==> config.mk <==
export PLATFORM = sky130hd
export DESIGN_NAME = opgen_top
export DESIGN_NICKNAME = d
export VERILOG_FILES = /design/src/rtl/opgen_pkg.sv /design/src/rtl/opgen_fields.sv /design/src/rtl/opgen_imm.sv /design/src/rtl/opgen_route.sv /design/src/rtl/opgen_top.sv
export SDC_FILE = /design/constraint.sdc
export NUM_CORES = 1
export LEC_CHECK = 0
export BUFFER_PORTS_ARGS = -buffer_cell sky130_fd_sc_hd__buf_2
export CORE_MARGIN = 4
export CORE_UTILIZATION = 41
export CTS_CLUSTER_SIZE = 16
export DETAILED_ROUTE_END_ITERATION = 8
export GPL_TIMING_DRIVEN = 0
export PLACE_DENSITY = 0.74
export REMOVE_ABC_BUFFERS = 1
export SLEW_MARGIN = 20
export SYNTH_ARGS = -nofsm -noshare
export SYNTH_HDL_FRONTEND = slang
export SYNTH_SLANG_ARGS = --single-unit
==> constraint.sdc <==
create_clock -name clk -period 1.5 [get_ports clk]
set_input_delay 0.3 -clock clk [delete_from_list [all_inputs] [get_ports clk]]
set_output_delay 0.3 -clock clk [all_outputs]
set_load 0.05 [all_outputs]
==> src/rtl/opgen_pkg.sv <==
package opgen_pkg;

  typedef enum logic [3:0] {
    SRC_NONE  = 4'd0,
    SRC_RB    = 4'd1,
    SRC_SPR   = 4'd2,
    SRC_U16   = 4'd3,
    SRC_S16   = 4'd4,
    SRC_U16HI = 4'd5,
    SRC_S16HI = 4'd6,
    SRC_LONG  = 4'd7,
    SRC_BR14  = 4'd8,
    SRC_DW14  = 4'd9,
    SRC_ONES  = 4'd10,
    SRC_SH6   = 4'd11,
    SRC_SH5   = 4'd12,
    SRC_U13   = 4'd13,
    SRC_U14   = 4'd14,
    SRC_U15   = 4'd15
  } src2_e;

  typedef enum logic [1:0] {
    REC_ZERO = 2'd0,
    REC_ONE  = 2'd1,
    REC_BIT  = 2'd2,
    REC_RSVD = 2'd3
  } rec_e;

endpackage

==> src/rtl/opgen_fields.sv <==
module opgen_fields (
  input  logic [31:0] insn,
  output logic [4:0]  rb5,
  output logic [15:0] d16,
  output logic [23:0] li24,
  output logic [13:0] d14,
  output logic [5:0]  sh6,
  output logic        xo_top,
  output logic        rc_bit,
  output logic        oe_bit,
  output logic        lk_bit
);
  // Primary opcode is decoded upstream; it is not needed here.
  logic unused_opc;
  assign unused_opc = ^insn[31:26];

  assign rb5    = insn[15:11];
  assign d16    = insn[15:0];
  assign li24   = insn[25:2];
  assign d14    = insn[15:2];
  assign sh6    = {insn[1], insn[15:11]};
  assign xo_top = insn[10];
  assign rc_bit = insn[0];
  assign oe_bit = insn[10];
  assign lk_bit = insn[0];
endmodule

==> src/rtl/opgen_imm.sv <==
module opgen_imm
  import opgen_pkg::*;
#(
  parameter int XLEN = 64
) (
  input  src2_e             sel,
  input  logic [15:0]       d16,
  input  logic [23:0]       li24,
  input  logic [13:0]       d14,
  input  logic [5:0]        sh6,
  output logic [XLEN-1:0]   imm,
  output logic              imm_en
);
  localparam int PAD16 = XLEN - 16;
  localparam int PAD32 = XLEN - 32;
  localparam int PADLI = XLEN - 26;
  localparam int PADSH = XLEN - 6;
  localparam int PAD5  = XLEN - 5;

  always_comb begin
    imm    = '0;
    imm_en = 1'b1;
    unique case (sel)
      SRC_U16:   imm = {{PAD16{1'b0}}, d16};
      SRC_S16:   imm = {{PAD16{d16[15]}}, d16};
      SRC_U16HI: imm = {{PAD32{1'b0}}, d16, 16'h0000};
      SRC_S16HI: imm = {{PAD32{d16[15]}}, d16, 16'h0000};
      SRC_LONG:  imm = {{PADLI{1'b0}}, li24, 2'b00};
      SRC_BR14,
      SRC_DW14:  imm = {{PAD16{1'b0}}, d14, 2'b00};
      SRC_ONES:  imm = '1;
      SRC_SH6:   imm = {{PADSH{1'b0}}, sh6};
      SRC_SH5:   imm = {{PAD5{1'b0}}, sh6[4:0]};
      default:   imm_en = 1'b0;
    endcase
  end
endmodule

==> src/rtl/opgen_route.sv <==
module opgen_route
  import opgen_pkg::*;
#(
  parameter int SPRW    = 10,
  parameter int SPR_CNT = 9,
  parameter int SPR_LNK = 8
) (
  input  src2_e            sel,
  input  rec_e             rsel,
  input  logic             link_en,
  input  logic [4:0]       rb5,
  input  logic             xo_top,
  input  logic             rc_bit,
  input  logic             oe_bit,
  input  logic             lk_bit,
  output logic [4:0]       rd2_idx,
  output logic             rd2_en,
  output logic [SPRW-1:0]  spr2_num,
  output logic             spr2_en,
  output logic             rec_val,
  output logic             ovf_val,
  output logic             link_val
);
  localparam logic [SPRW-1:0] CNT_ID = SPRW'(SPR_CNT);
  localparam logic [SPRW-1:0] LNK_ID = SPRW'(SPR_LNK);

  always_comb begin
    rd2_idx  = '0;
    rd2_en   = 1'b0;
    spr2_num = '0;
    spr2_en  = 1'b0;
    if (sel == SRC_RB) begin
      rd2_idx = rb5;
      rd2_en  = 1'b1;
    end
    if (sel == SRC_SPR) begin
      spr2_num = xo_top ? CNT_ID : LNK_ID;
      spr2_en  = 1'b1;
    end
  end

  always_comb begin
    unique case (rsel)
      REC_ONE: rec_val = 1'b1;
      REC_BIT: rec_val = rc_bit;
      default: rec_val = 1'b0;
    endcase
  end

  assign ovf_val  = oe_bit;
  assign link_val = link_en & lk_bit;
endmodule

==> src/rtl/opgen_top.sv <==
module opgen_top
  import opgen_pkg::*;
#(
  parameter int XLEN    = 64,
  parameter int SPRW    = 10,
  parameter int SPR_CNT = 9,
  parameter int SPR_LNK = 8
) (
  input  logic              clk,
  input  logic              rst,
  input  logic [31:0]       insn_i,
  input  logic [3:0]        sel2_i,
  input  logic [1:0]        rec_sel_i,
  input  logic              link_en_i,
  output logic [XLEN-1:0]   imm_o,
  output logic              imm_ok_o,
  output logic [4:0]        rd2_idx_o,
  output logic              rd2_ok_o,
  output logic [SPRW-1:0]   spr2_num_o,
  output logic              spr2_ok_o,
  output logic              rec_o,
  output logic              rec_ok_o,
  output logic              ovf_o,
  output logic              ovf_ok_o,
  output logic              link_o
);
  localparam logic [SPRW-1:0] CNT_ID = SPRW'(SPR_CNT);
  localparam logic [SPRW-1:0] LNK_ID = SPRW'(SPR_LNK);

  src2_e sel;
  rec_e  rsel;
  assign sel  = src2_e'(sel2_i);
  assign rsel = rec_e'(rec_sel_i);

  logic [4:0]  f_rb5;
  logic [15:0] f_d16;
  logic [23:0] f_li24;
  logic [13:0] f_d14;
  logic [5:0]  f_sh6;
  logic        f_xo, f_rc, f_oe, f_lk;

  opgen_fields u_fields (
    .insn(insn_i), .rb5(f_rb5), .d16(f_d16), .li24(f_li24), .d14(f_d14),
    .sh6(f_sh6), .xo_top(f_xo), .rc_bit(f_rc), .oe_bit(f_oe), .lk_bit(f_lk)
  );

  logic [XLEN-1:0] imm_c;
  logic            imm_en_c;

  opgen_imm #(.XLEN(XLEN)) u_imm (
    .sel(sel), .d16(f_d16), .li24(f_li24), .d14(f_d14), .sh6(f_sh6),
    .imm(imm_c), .imm_en(imm_en_c)
  );

  logic [4:0]      rd2_idx_c;
  logic            rd2_en_c;
  logic [SPRW-1:0] spr2_num_c;
  logic            spr2_en_c;
  logic            rec_c, ovf_c, link_c;

  opgen_route #(.SPRW(SPRW), .SPR_CNT(SPR_CNT), .SPR_LNK(SPR_LNK)) u_route (
    .sel(sel), .rsel(rsel), .link_en(link_en_i), .rb5(f_rb5), .xo_top(f_xo),
    .rc_bit(f_rc), .oe_bit(f_oe), .lk_bit(f_lk),
    .rd2_idx(rd2_idx_c), .rd2_en(rd2_en_c), .spr2_num(spr2_num_c),
    .spr2_en(spr2_en_c), .rec_val(rec_c), .ovf_val(ovf_c), .link_val(link_c)
  );

  logic flags_ok_q;

  always_ff @(posedge clk) begin
    if (rst) begin
      imm_o      <= '0;
      imm_ok_o   <= 1'b0;
      rd2_idx_o  <= '0;
      rd2_ok_o   <= 1'b0;
      spr2_num_o <= '0;
      spr2_ok_o  <= 1'b0;
      rec_o      <= 1'b0;
      ovf_o      <= 1'b0;
      link_o     <= 1'b0;
      flags_ok_q <= 1'b0;
    end else begin
      imm_o      <= imm_c;
      imm_ok_o   <= imm_en_c;
      rd2_idx_o  <= rd2_idx_c;
      rd2_ok_o   <= rd2_en_c;
      spr2_num_o <= spr2_num_c;
      spr2_ok_o  <= spr2_en_c;
      rec_o      <= rec_c;
      ovf_o      <= ovf_c;
      link_o     <= link_c;
      flags_ok_q <= 1'b1;
    end
  end

  assign rec_ok_o = flags_ok_q;
  assign ovf_ok_o = flags_ok_q;

  // rec_ok_o high means the previous edge loaded from the inputs.
  assert_reset_R1: assert property (@(posedge clk) disable iff (rst)
    $past(rst) |-> (!imm_ok_o && !rd2_ok_o && !spr2_ok_o && !rec_ok_o && imm_o == '0));

  assert_rb_R3: assert property (@(posedge clk) disable iff (rst)
    (rec_ok_o && $past(sel2_i) == 4'd1) |->
      (rd2_ok_o && rd2_idx_o == $past(insn_i[15:11]) && !imm_ok_o));

  assert_none_R4: assert property (@(posedge clk) disable iff (rst)
    (rec_ok_o && ($past(sel2_i) == 4'd0 || $past(sel2_i) >= 4'd13)) |->
      (!imm_ok_o && !rd2_ok_o && !spr2_ok_o));

  assert_spr_R5: assert property (@(posedge clk) disable iff (rst)
    (rec_ok_o && $past(sel2_i) == 4'd2) |->
      (spr2_ok_o && spr2_num_o == ($past(insn_i[10]) ? CNT_ID : LNK_ID)));

  assert_ones_R9: assert property (@(posedge clk) disable iff (rst)
    (rec_ok_o && $past(sel2_i) == 4'd10) |-> (imm_ok_o && imm_o == '1));

  assert_excl_R10: assert property (@(posedge clk) disable iff (rst)
    $onehot0({imm_ok_o, rd2_ok_o, spr2_ok_o}));

  assert_ovf_R12: assert property (@(posedge clk) disable iff (rst)
    rec_ok_o |-> (ovf_ok_o && ovf_o == $past(insn_i[10])));

  assert_link_R13: assert property (@(posedge clk) disable iff (rst)
    (rec_ok_o && !$past(link_en_i)) |-> !link_o);
endmodule

# == Yosys cells after proc, flatten, opt, wreduce, memory -nomap -nowiden ==
# Index checks and enable logic that the tools add are counted.
# totals
input_bits,41
elab_cells,38
reg_bits,86
output_inout_bits,87
# classes
mux,7
bitwise,3
n_reduce_logical,4
eq_ne,14
# ops
op,n
one-hot mux 64 bit (9 select lines),1
== test 4 bit (second input constant),5
== test 4 x 3 -> 1 bit (second input constant),4
OR reduction 10 bit,1
== test 4 x 2 -> 1 bit (second input constant),2
OR reduction 2 bit,3
2-to-1 mux 1 bit,5
== test 4 x 1 -> 1 bit (second input constant),1
== test 2 x 1 -> 1 bit (second input constant),1
== test 2 bit (second input constant),1
inverter 1 bit,2
one-hot mux 1 bit (2 select lines),1
bitwise AND 1 bit,1

# == Longest topological paths before layout ==
# Gate-level depths: netlist of the first run.
# depth
depth_word,3
mapped_depth,5
ltp_nobuf,4

# == Modules after synthesis ==
# Synthesis of the first run repeated with hierarchy kept, for this count alone.
# unflattened
hier_cells,428
hier_area_um2,4120.2
# by_module_without_submodules
module,n_inst,cells_per_inst,area_each_um2
opgen_top,1,182,2337.2
opgen_imm,1,151,1062.3
opgen_fields,1,69,518.0
opgen_route,1,26,202.7

# == Worst setup path after synthesis of the first run ==
# No wires, ideal clock.
# synth_timing
path_type,register to output
from,reg imm_o[62] (netlist name)
to,out imm_o[33]
n_path_buf,1
path_stages_with_launch,2
arrival_time_ns,1.446
required_time_ns,1.200
setup_slack_ns,-0.246
cell_sequence,dfxtp_1 -> buf_4
# synth_rtl
item,line_no,rtl
end: declaration,opgen_top.sv:15,"output logic [XLEN-1:0] imm_o,"

==> results of run 1 <==
[final timing paths]
path | start | to | slack [ns] | depth (start not counted)
worst max-delay path | imm_o[62] | imm_o[44] | 0.13 | 1
worst min-delay path | link_en_i | link_o | 0.24 | 2
[sequential cells by signal, summed over array words and instances, names as in the netlist]
signal      cells
rd2_idx_o       5
rd2_ok_o        1
imm_ok_o        1
ovf_o           1
link_o          1
ovf_ok_o        1
imm_o          33
rec_o           1
spr2_num_o      2
spr2_ok_o       1
[timing repair]
| item | 4_1_cts | 5_1_grt |
|---|---|---|
| gates resized for setup | 3 | 2 |
| endpoints found under the setup margin | 35 | 17 |
| gates cloned | 0 | 0 |
[per-stage QoR]
step / utilization [%] / hold slack, ns
floorplan: - / 0.367
global placement: 47.2 / 0.539
detailed placement: 47.2 / 0.542
CTS: 49.1 / 0.231
global route: 49.5 / 0.230
finish: 49.5 / 0.240
[cell type report]
type | count | area [um^2] | share of cell area, %
clock buffers | 7 | 96.3 | 3.51
clock inverters | 1 | 7.51 | 0.274
inverters | 14 | 52.6 | 1.92
multi-input cells | 132 | 985 | 35.9
flip-flops and latches | 47 | 945 | 34.5
well taps | 72 | 90.1 | 3.29
repair buffers | 113 | 566 | 20.6
[cells in the final DEF (no fill, tap or decap), types with 2 or more instances in the layout]
cell and count:
a41oi_1 4, nand2_1 12, nand3b_1 3, a21oi_2 9
o32ai_1 10, nand3_1 5, nor2_1 5, a31oi_1 6
a32oi_1 10, and4b_1 7, nor3b_2 2, dfxtp_1 46
inv_1 14, buf_2 113, a21oi_1 18, ha_1 2
nand2b_1 2, clkbuf_8 7, mux2_2 5, a21o_1 2
nor2b_2 2, conb_1 8, and2_1 6
[routing by layer]
metal  track usage [%]  vias up  part of all wire (%)
met5                 0        -                     0
met4              4.39        0                   1.1
met3              4.64        7                    11
met2              24.7      103                    45
met1              20.9      919                    43
li1                  -      953                     -
[cell families (layout without fill, tap and decap cells)]
group / count (synthesis) / count (layout) / share of synthesized area, %
buffers and inverters: 71 / 135 / 20.6
XOR/XNOR: 1 / 1 / 0.688
adder cells (fa/ha/maj): 2 / 2 / 1.06
flip-flops: 47 / 47 / 39.8
AO/OA/AOI/OAI: 63 / 63 / 20.1
multiplexers: 5 / 5 / 2.38
other: 1 / 8 / 0.158
AND/OR/NAND/NOR: 53 / 53 / 15.3
[report_power, final]
group          total, uW  leakage [uW]  switching, uW  internal [uW]
logic                693      0.000917            528            165
registers           1310      0.000384           14.2           1290
clock network        835     0.0000505            415            419
total               2840       0.00135            957           1880
==> results.ini, run 1 <==
[clocking]
cts.path.max_buffers=2
cts-root-buf=clkbuf_8
cts_sinks=47
clk_pin_slew_worst_paths_ns=0.08
h-tree-depth=2
cts_setup_buffers=0
cts_tree=done
cts_hold_buf=0
cts_buffers=5

[floorplanning]
coreArea_mm2=0.00554
die-width_um=84.0
num_rows=27
start_util_pct=42.7
io-pin-count=128
dieArea_mm2=0.00705
die_h_um=84.0

[synth]
yosysWarnings=0
ys_top_cells_by_count=dfxtp_1, buf_4, a21oi_1
synthArstFlopShare_pct=0
synth_ff_type=dfxtp_1
yosys.area.top_type=dfxtp_1
synth_cells=243
synth_area_leaders=dfxtp_1, buf_4, a21oi_1, a32oi_1, o32ai_1
synth_area_mm2=0.00237
synth.most_common_cell=dfxtp_1
yosysSeqAreaShare_pct=39.8
postSynthAreaPerCell_um2=9.74
synth_top_area_share_pct=39.8
synth_cell_types=40
ys_seq_elements=47
synth_edf_count=0

[power_and_ir_drop]
powerDensity_mw_per_mm2=1030
total_power_uw=2840
irDropWorstVdd_mv=0.543
p_leak_uw=0.00135

[finish]
diodes=0
syn_to_final_growth_pct=15.9
fillers=538
nets=356
final_area_mm2=0.00274
fin_cells=386
layout-drive-gt1-share_pct=47.5

[drt]
post_drt_wl_per_cell_um=14.6
first_iter_violations=119
drt-total-wl_mm=5.63
vias=1982
drc=0
via_per_inst=5.13
drt_pre_antenna_iters=4
antenna_left=0

[sta]
setup_viol_count_final=0
fin_ws_ns=0.127
period_minus_slack_ns=1.37
grt_setup_unrepaired=false
fin_crit_sh_pct=91.5
final.setup.tns_ns=0
fmax_mhz=729
report.final.hold_viol_count=0
worst_slew_pin_slew_ns=0.674
relSlewSlack_pct=54.9
slew_violations=0

[place]
place_ws_ns=-0.364
dp_cells=378
io_buffers=113
hpwlAfterDp_mm=4.16
place_area_mm2=0.00261
gp_congestion=0.792

[setup_path]
path_max_fanout=32
crit_path_start_kind=flip-flop
worst_setup_path_end_kind=output port
crit_chain=buf_2
crit_arrival_ns=1.07
crit_type=reg -> out
crit_slowest_cell=dfxtp_4
worstPathBufferInverterCount=1
cpLargestDelayFamily=flip-flops
critPathRequiredTime_ns=1.20
max_stage_delay_ns=0.47

[global_routing]
grt_max_degree=33
grt_pass1_vias=1756
antenna_found_initial=0
track_usage_pct=15.7
grt_pass1_wl_mm=8.97
grt_overflow=0

[job]
drv_cap=0

[outcome]
outcome=completed

[worst_hold_path]
hold_path.class=in -> reg

(Power assumes the default switching activity.)
==> run 2, diff against run 1 <==
--- a/config.mk
+++ b/config.mk
@@ -6,6 +6,7 @@
 export NUM_CORES = 1
 export LEC_CHECK = 0
 export BUFFER_PORTS_ARGS = -buffer_cell sky130_fd_sc_hd__buf_2
+export CORE_ASPECT_RATIO = 1.25
 export CORE_MARGIN = 4
 export CORE_UTILIZATION = 41
 export CTS_CLUSTER_SIZE = 16
==> run 2 against run 1 <==
  * Sequential power about the same
  * Clock-buffer cell count decreased by 1
  * Sequential share of layout area rose by 0.51 points
  * Global-route usage shrank 0.33 points
  * Hold slack better by 0.0012 ns
==> results.ini, run 2 (same netlist as run 1, synthesis figures left out) <==
[clocking]
cts_resized=3  ; unchanged
cts-root-buf=clkbuf_8
cts_sinks=47  ; unchanged
cts_setup_buffers=0  ; unchanged
cts.path.max_buffers=2  ; unchanged
cts_buffers=5  ; unchanged
cts_hold_buf=0  ; unchanged
clk_pin_slew_worst_paths_ns=0.08  ; about the same
h-tree-depth=2  ; unchanged
cts_tree=done

[setup_path]
crit_path_start_kind=input port
path_max_fanout=22  ; -31%
crit_chain=buf_2, xor2_2, a32oi_1, a21oi_2
crit_arrival_ns=1.61  ; +0.54 ns
critPathRequiredTime_ns=1.73  ; +0.53 ns
cpLargestDelayFamily=XOR/XNOR gates
crit_type=in -> reg
crit_slowest_cell=xor2_2
worst_setup_path_end_kind=flip-flop
max_stage_delay_ns=0.55  ; +0.08 ns
worstPathBufferInverterCount=1  ; unchanged

[floorplanning]
coreArea_mm2=0.00552  ; -0.41%
die_h_um=92.9  ; +11%
start_util_pct=42.9  ; +0.17 points
dieArea_mm2=0.00706  ; +0.11%
num_rows=30  ; +11%
io-pin-count=128  ; unchanged
die-width_um=75.9  ; -9.6%

[finish]
top_regs=imm_o (33), rd2_idx_o (5), spr2_num_o (2)
largest_register_ffs=33  ; unchanged
diodes=0  ; unchanged
fillers=541  ; +0.56%
nets=356  ; unchanged
regMostFlops=imm_o
mostFrequentLayoutCell=buf_2
syn_to_final_growth_pct=14.2
final_cell_mix=buf_2, dfxtp_1, a21oi_1
layout-drive-gt1-share_pct=47.1  ; -0.32 points

[sta]
report.final.hold_viol_count=0  ; unchanged
setup_viol_count_final=0  ; unchanged
final.setup.tns_ns=0  ; unchanged
fin_crit_sh_pct=91.8  ; +0.27 points
relSlewSlack_pct=57.8  ; +3.0 points
worst_slew_pin_slew_ns=0.630  ; -0.0447 ns
fmax_mhz=726  ; -0.29%
slew_violations=0  ; unchanged
period_minus_slack_ns=1.38  ; +0.00399 ns
grt_setup_unrepaired=false

[worst_hold_path]
hold_depth=2  ; unchanged
hold_path.class=in -> reg
min_from=link_en_i
whs_endpoint=link_o

[drt]
antenna_left=0  ; unchanged
post_drt_wl_per_cell_um=14.9  ; +2.1%
drt-total-wl_mm=5.63  ; unchanged
drt_pre_antenna_iters=5  ; +1
drc=0  ; unchanged
via_per_inst=5.13  ; about the same
first_iter_violations=95  ; -20%
vias=1939  ; -2.2%

[global_routing]
grt_pass1_wl_mm=8.91  ; -0.62%
grt_max_degree=33  ; unchanged
track_usage_pct=15.4  ; -0.33 points
antenna_found_initial=0  ; unchanged
grt_pass1_vias=1807  ; +2.9%
grt_overflow=0  ; unchanged

[power_and_ir_drop]
total_power_uw=2750  ; -3.2%
irDropWorstVdd_mv=0.408  ; -25%
powerDensity_mw_per_mm2=1020  ; -1.8%
p_leak_uw=0.00134  ; -0.82%

[job]
drv_cap=0  ; unchanged

[place]
gp_congestion=0.781  ; -1.4%
hpwlAfterDp_mm=4.09  ; -1.6%
io_buffers=113  ; unchanged

[outcome]
outcome=completed

[run 2: worst max path at each step]
stage	start	cells after the start	slack, ns	to
after floorplan	imm_o[62]	0	-9.37	imm_o[32]
after global placement	sel2_i[1]	4	-0.31	imm_o[4]
after detailed placement	sel2_i[1]	4	-0.34	imm_o[3]
after CTS	sel2_i[1]	4	0.03	imm_o[3]
after global routing	sel2_i[1]	4	0.002	imm_o[22]
final	sel2_i[1]	4	0.12	imm_o[23]
[run 2: report_power, final]
part           internal, uW  switching (uW)  total [uW]
clock network           326             424         751
registers              1290            14.5        1310
logic                   164             522         686
total                  1780             961        2750
[run 2: metal layers]
metal  GRT usage [%]  wire length [um]
met1            17.1              2200
met2            27.7              2810
met3            4.47               550
met4            4.90                73
met5               0                 0
[run 2: cell type report]
cell class | count | area, um^2 | area share, %
clock inverter | 2 | 12.5 | 0.463
clock buffer | 6 | 72.6 | 2.69
inverter | 14 | 52.6 | 1.95
tap | 64 | 80.1 | 2.96
timing repair buffer | 113 | 566 | 20.9
sequential | 47 | 945 | 35.0
multi-input combinational | 132 | 973 | 36.0
[run 2: stage by stage]
stage / instance area (um^2) / hold WS (ns) / utilization [%] / std cells / setup slack (ns)
after global placement: 2600 / 0.540 / 47.2 / 370 / -0.307
after detailed placement: 2600 / 0.548 / 47.2 / 370 / -0.342
after global routing: 2700 / 0.242 / 49.0 / 378 / 0.00217
after CTS: 2690 / 0.236 / 48.8 / 378 / 0.0320
final: 2700 / 0.241 / 49.0 / 378 / 0.123
after floorplan: 1960 / 0.367 / - / 193 / -9.37
